**src/rtl/wilk_conv_ctrl.sv**
```systemverilog
module wilk_conv_ctrl #(
  parameter int NB = 12,
  parameter int TW = 8
) (
  input  logic          clk,
  input  logic          rst_n,
  input  logic          start,
  input  logic          cmp_a,
  input  logic          cmp_b,
  input  logic          raw_sel,
  input  logic [TW-1:0] int_len,
  input  logic [TW-1:0] hold_len,
  output logic          int_gate,
  output logic          hold_on,
  output logic          ramp_gate,
  output logic          valid,
  output logic [NB-1:0] res_a,
  output logic [NB-1:0] res_b,
  output logic          ovr_a,
  output logic          ovr_b
);
  typedef enum logic [2:0] {S_IDLE, S_INT, S_HOLD, S_RAMP, S_DONE} st_t;

  st_t           st;
  logic [TW-1:0] tmr;
  logic [NB-1:0] bcnt, ga, gb;
  logic [1:0]    sa, sb;
  logic          la, lb, oa, ob;

  function automatic logic [NB-1:0] g2b(input logic [NB-1:0] g);
    logic [NB-1:0] b;
    b[NB-1] = g[NB-1];
    for (int i = NB - 2; i >= 0; i--) b[i] = b[i+1] ^ g[i];
    return b;
  endfunction

  wire [NB-1:0] gray_now = bcnt ^ (bcnt >> 1);
  wire          at_max   = &bcnt;
  wire          in_ramp  = (st == S_RAMP);
  wire          take_a   = in_ramp && !la && (sa[1] || at_max);
  wire          take_b   = in_ramp && !lb && (sb[1] || at_max);
  wire [TW-1:0] len_sel  = (st == S_HOLD) ? hold_len : int_len;
  wire [TW:0]   tmr_nx   = {1'b0, tmr} + (TW+1)'(1);
  wire          tmr_end  = tmr_nx >= {1'b0, len_sel};

  always_ff @(posedge clk or negedge rst_n) begin
    if (!rst_n) begin
      sa <= '0;
      sb <= '0;
    end else begin
      sa <= {sa[0], cmp_a};
      sb <= {sb[0], cmp_b};
    end
  end

  always_ff @(posedge clk or negedge rst_n) begin
    if (!rst_n) begin
      st   <= S_IDLE;
      tmr  <= '0;
      bcnt <= '0;
      ga   <= '0;
      gb   <= '0;
      la   <= 1'b0;
      lb   <= 1'b0;
      oa   <= 1'b0;
      ob   <= 1'b0;
    end else begin
      case (st)
        S_IDLE: if (start) begin
          st  <= S_INT;
          tmr <= '0;
        end
        S_INT: if (tmr_end) begin
          st  <= S_HOLD;
          tmr <= '0;
        end else tmr <= tmr + TW'(1);
        S_HOLD: if (tmr_end) begin
          st   <= S_RAMP;
          bcnt <= '0;
          la   <= 1'b0;
          lb   <= 1'b0;
          oa   <= 1'b0;
          ob   <= 1'b0;
        end else tmr <= tmr + TW'(1);
        S_RAMP: begin
          bcnt <= bcnt + NB'(1);
          if (take_a) begin
            ga <= gray_now;
            la <= 1'b1;
            oa <= !sa[1];
          end
          if (take_b) begin
            gb <= gray_now;
            lb <= 1'b1;
            ob <= !sb[1];
          end
          if ((la || take_a) && (lb || take_b)) st <= S_DONE;
        end
        S_DONE:  st <= S_IDLE;
        default: st <= S_IDLE;
      endcase
    end
  end

  assign int_gate  = (st == S_INT);
  assign hold_on   = (st == S_HOLD) || in_ramp;
  assign ramp_gate = in_ramp;
  assign valid     = (st == S_DONE);
  assign res_a     = raw_sel ? ga : g2b(ga);
  assign res_b     = raw_sel ? gb : g2b(gb);
  assign ovr_a     = oa;
  assign ovr_b     = ob;
endmodule


```
**config.mk**
```make
export PLATFORM = sky130hd
export DESIGN_NAME = wilk_conv_ctrl
export DESIGN_NICKNAME = d
export VERILOG_FILES = /design/src/rtl/wilk_conv_ctrl.sv
export SDC_FILE = /design/constraint.sdc
export NUM_CORES = 1
export LEC_CHECK = 0
export ABC_AREA = 1
export CAP_MARGIN = 20
export CELL_PAD_IN_SITES_DETAIL_PLACEMENT = 1
export CELL_PAD_IN_SITES_GLOBAL_PLACEMENT = 2
export CORE_MARGIN = 2
export CORE_UTILIZATION = 31
export CTS_CLUSTER_DIAMETER = 60
export DETAILED_ROUTE_END_ITERATION = 16
export HOLD_SLACK_MARGIN = 0.06
export PLACE_DENSITY = 0.82
export SETUP_SLACK_MARGIN = 0.4
export SLEW_MARGIN = 20
export SYNTH_ARGS = -nofsm -noshare
export SYNTH_HDL_FRONTEND = slang
export SYNTH_SLANG_ARGS = --single-unit
```
**constraint.sdc**
```tcl
create_clock -name clk -period 2.85 [get_ports clk]
set_input_delay 0.4275 -clock clk [delete_from_list [all_inputs] [get_ports clk]]
set_output_delay 0.4275 -clock clk [all_outputs]
set_load 0.01 [all_outputs]
```
==> flow_summary.yaml <==
critical_path:
  end_kind: "flop"
  cp.required_ns: 3.03
  crit_type: "flop to flop"
  r2r-start: "tmr[0]"
  path_max_fanout: 16
  reg2reg_depth: 13
  cp.arrival_ns: 2.70
  startpoint: "tmr[0]"
  start_kind: "flop"
synth:
  ys_types: 33
  synth_warnings: 0
  synthCells: 458
  synth-seq-cells: 55
  yosysSeqAreaShare: 0.3930
  syn_area_um2: 3502
  synth_nets: 500
  syn_avg_cell_area_um2: 7.647
cells_and_area:
  final_common_cell: "nand2_1"
  n_antenna_cell: 0
  nets: 579
  n_fill_cell: 1297
  drive_above_1_share: 0.2695
  final_cell_mix: "nand2_1 (101), dfrtp_1 (53), inv_1 (52)"
  areaGrowthSynthToFinish_pct: 38.98
  fin_area_um2: 4867
sta:
  finalCritPeriodShare: 0.8828
  max-slew-margin-rel: 0.5165
  clock.fmax_mhz: 397.5
  setup_tns_ns: 0
  setup_viol: 0
  rsz0062_at_grt: "true"
  period_needed_ns: 2.516
  hold_ws_ns: 0.1853
  finalClockSkew_ns: 0.004137
  worst_slew_pin_slew_ns: 0.7253
  finalWorstSetupSlack_ns: 0.3341
  hold_violations: 0
  drv_slew: 0
clocking:
  cts_root_buffer: "clkbuf_16"
  h-tree-depth: 2
  clk_pin_slew_ns: 0.07
  cts_buffers: 5
  cts_tree: "built"
  clock_latency_ns: 0.29
  cts_max_path_buffers: 2
  cts.sinks: 55
grt:
  grt_pass1_wl_um: 15960
  gr-total-overflow: 0
  grt_max_degree: 31
  grt_pass1_vias: 3381
  grt.total_usage: 0.1683
  antenna_found_initial: 0
placement:
  placed_area_um2: 4180
  place.gp.congestion: 0.7401
  io_buffers: 51
  post-place-ws_ns: 0.1754
  dp_hpwl_um: 7138
run:
  drv_cap: 0
route:
  wl_per_cell_um: 14.71
  drc: 0
  dr_wl_met2_um: 4949
  met3_length_um: 266
  routed_wl_um: 9973
  postRouteAntennaNets: 0
  firstDrtPassIters: 4
  wirelength_met1_um: 4619
  vias: 3276
  drtIter0Drc: 99
  top_layer_used: "met4"
  viasPerCell: 4.832
die:
  num_io_pins: 52
  die_h_um: 110.3
  die-area_um2: 12160
  core_um2: 10940
  dieWidth_um: 110.3
  fp-row-count: 38
  start_util: 0.3203
power:
  p_leak_nw: 2.542
  powerDensity_nw_per_um2: 1198
  irDropWorstVdd_uv: 679.5
run_status:
  status: "completed"
hold_path:
  hp-class: "input pin to asynchronous set/reset pin"
==> registers in the layout (all words and copies together) (netlist names) <==
signal	flops
bcnt	12
sb	2
gb	12
la	1
tmr	8
sa	2
lb	1
ovr_a	1
ga	12
st	3
ovr_b	1
==> worst paths after layout <==
path / to / slack [ns]
min reg2reg: sa[1] / 0.35
min: tmr[5] / 0.19
max in group asynchronous: ga[11] / 1.97
max: tmr[0] / 0.33
min in group clk: sa[1] / 0.35
max reg2reg: tmr[0] / 0.33
==> report_power, final <==
part	leakage [nW]	internal, mW	total, mW	switching [mW]
logic	1.73	1.60	3.81	2.21
registers	0.723	1.02	1.31	0.285
clock network	0.0868	0.437	0.716	0.279
==> layer usage <==
metal / GRT usage / vias to the layer above
li1: - / 1629
met1: 0.2194 / 1590
met2: 0.2949 / 49
met3: 0.01999 / 8
met4: 0.04554 / 0
met5: 0 / -
==> layout make-up <==
class	instances	area, um2	area share
Clock inverter	2	35.03	0.007198
Tap cell	140	175.2	0.03599
Timing Repair Buffer	82	724.4	0.1488
Clock buffer	6	138.9	0.02853
Inverter	67	251.5	0.05167
Multi-Input combinational cell	326	2163	0.4445
Sequential cell	55	1379	0.2833
==> Yosys cell counts (all sizes together) <==
cell / count / area share
o21ai: 61 / 0.089
nor2: 19 / 0.023
a21oi: 20 / 0.032
nand4: 7 / 0.014
buf: 5 / 0.010
dfrtp: 55 / 0.39
inv: 66 / 0.071
clkbuf: 5 / 0.0054
clkinv: 1 / 0.0011
ha: 20 / 0.071
xor2: 12 / 0.030
nor3: 3 / 0.0089
nand3b: 1 / 0.0021
mux2i: 7 / 0.020
xnor2: 10 / 0.025
nand2: 138 / 0.16
nand3: 27 / 0.044
or2: 1 / 0.0018
==> kinds of logic after synthesis <==
logic type	Yosys count	synth area share
XOR/XNOR	22	0.05502
adder cells (fa/ha/maj)	20	0.07145
AO/OA/AOI/OAI	81	0.1211
AND/OR/NAND/NOR	196	0.2519
multiplexers	7	0.02001
flip-flops	55	0.3930
buffers and inverters	77	0.08753
==> critical path: stages, from the launching register on <==
cell and delay, ns:
dfrtp_2 0.41, buf_6 0.11, nand4_1 0.18, nor3_2 0.31, xor2_2 0.27, ha_4 0.26
nand4_1 0.08, inv_2 0.06, a21oi_4 0.18, nand3_2 0.12, nand2_4 0.16, nand2_8 0.11
nand2_1 0.09, o21ai_1 0.06
==> through the flow <==
stage / power (mW) / instances / util
2_1_floorplan: 3.162 / 458 / -
3_3_place_gp: 4.447 / 646 / 0.3823
4_1_cts: 5.260 / 669 / 0.4114
5_1_grt: 6.357 / 678 / 0.4451
3_5_place_dp: 4.538 / 646 / 0.3823
6_report: 5.831 / 678 / 0.4451
==> repair_timing <==
| item | CTS | global route |
|---|---|---|
| buffers inserted | 15 | 9 |
| gates resized for setup | 46 | 98 |
| endpoints found under the setup margin | 39 | 45 |
| pin swaps | 9 | 24 |
| hold buffers | 0 | 0 |
(Power assumes the default switching activity.)
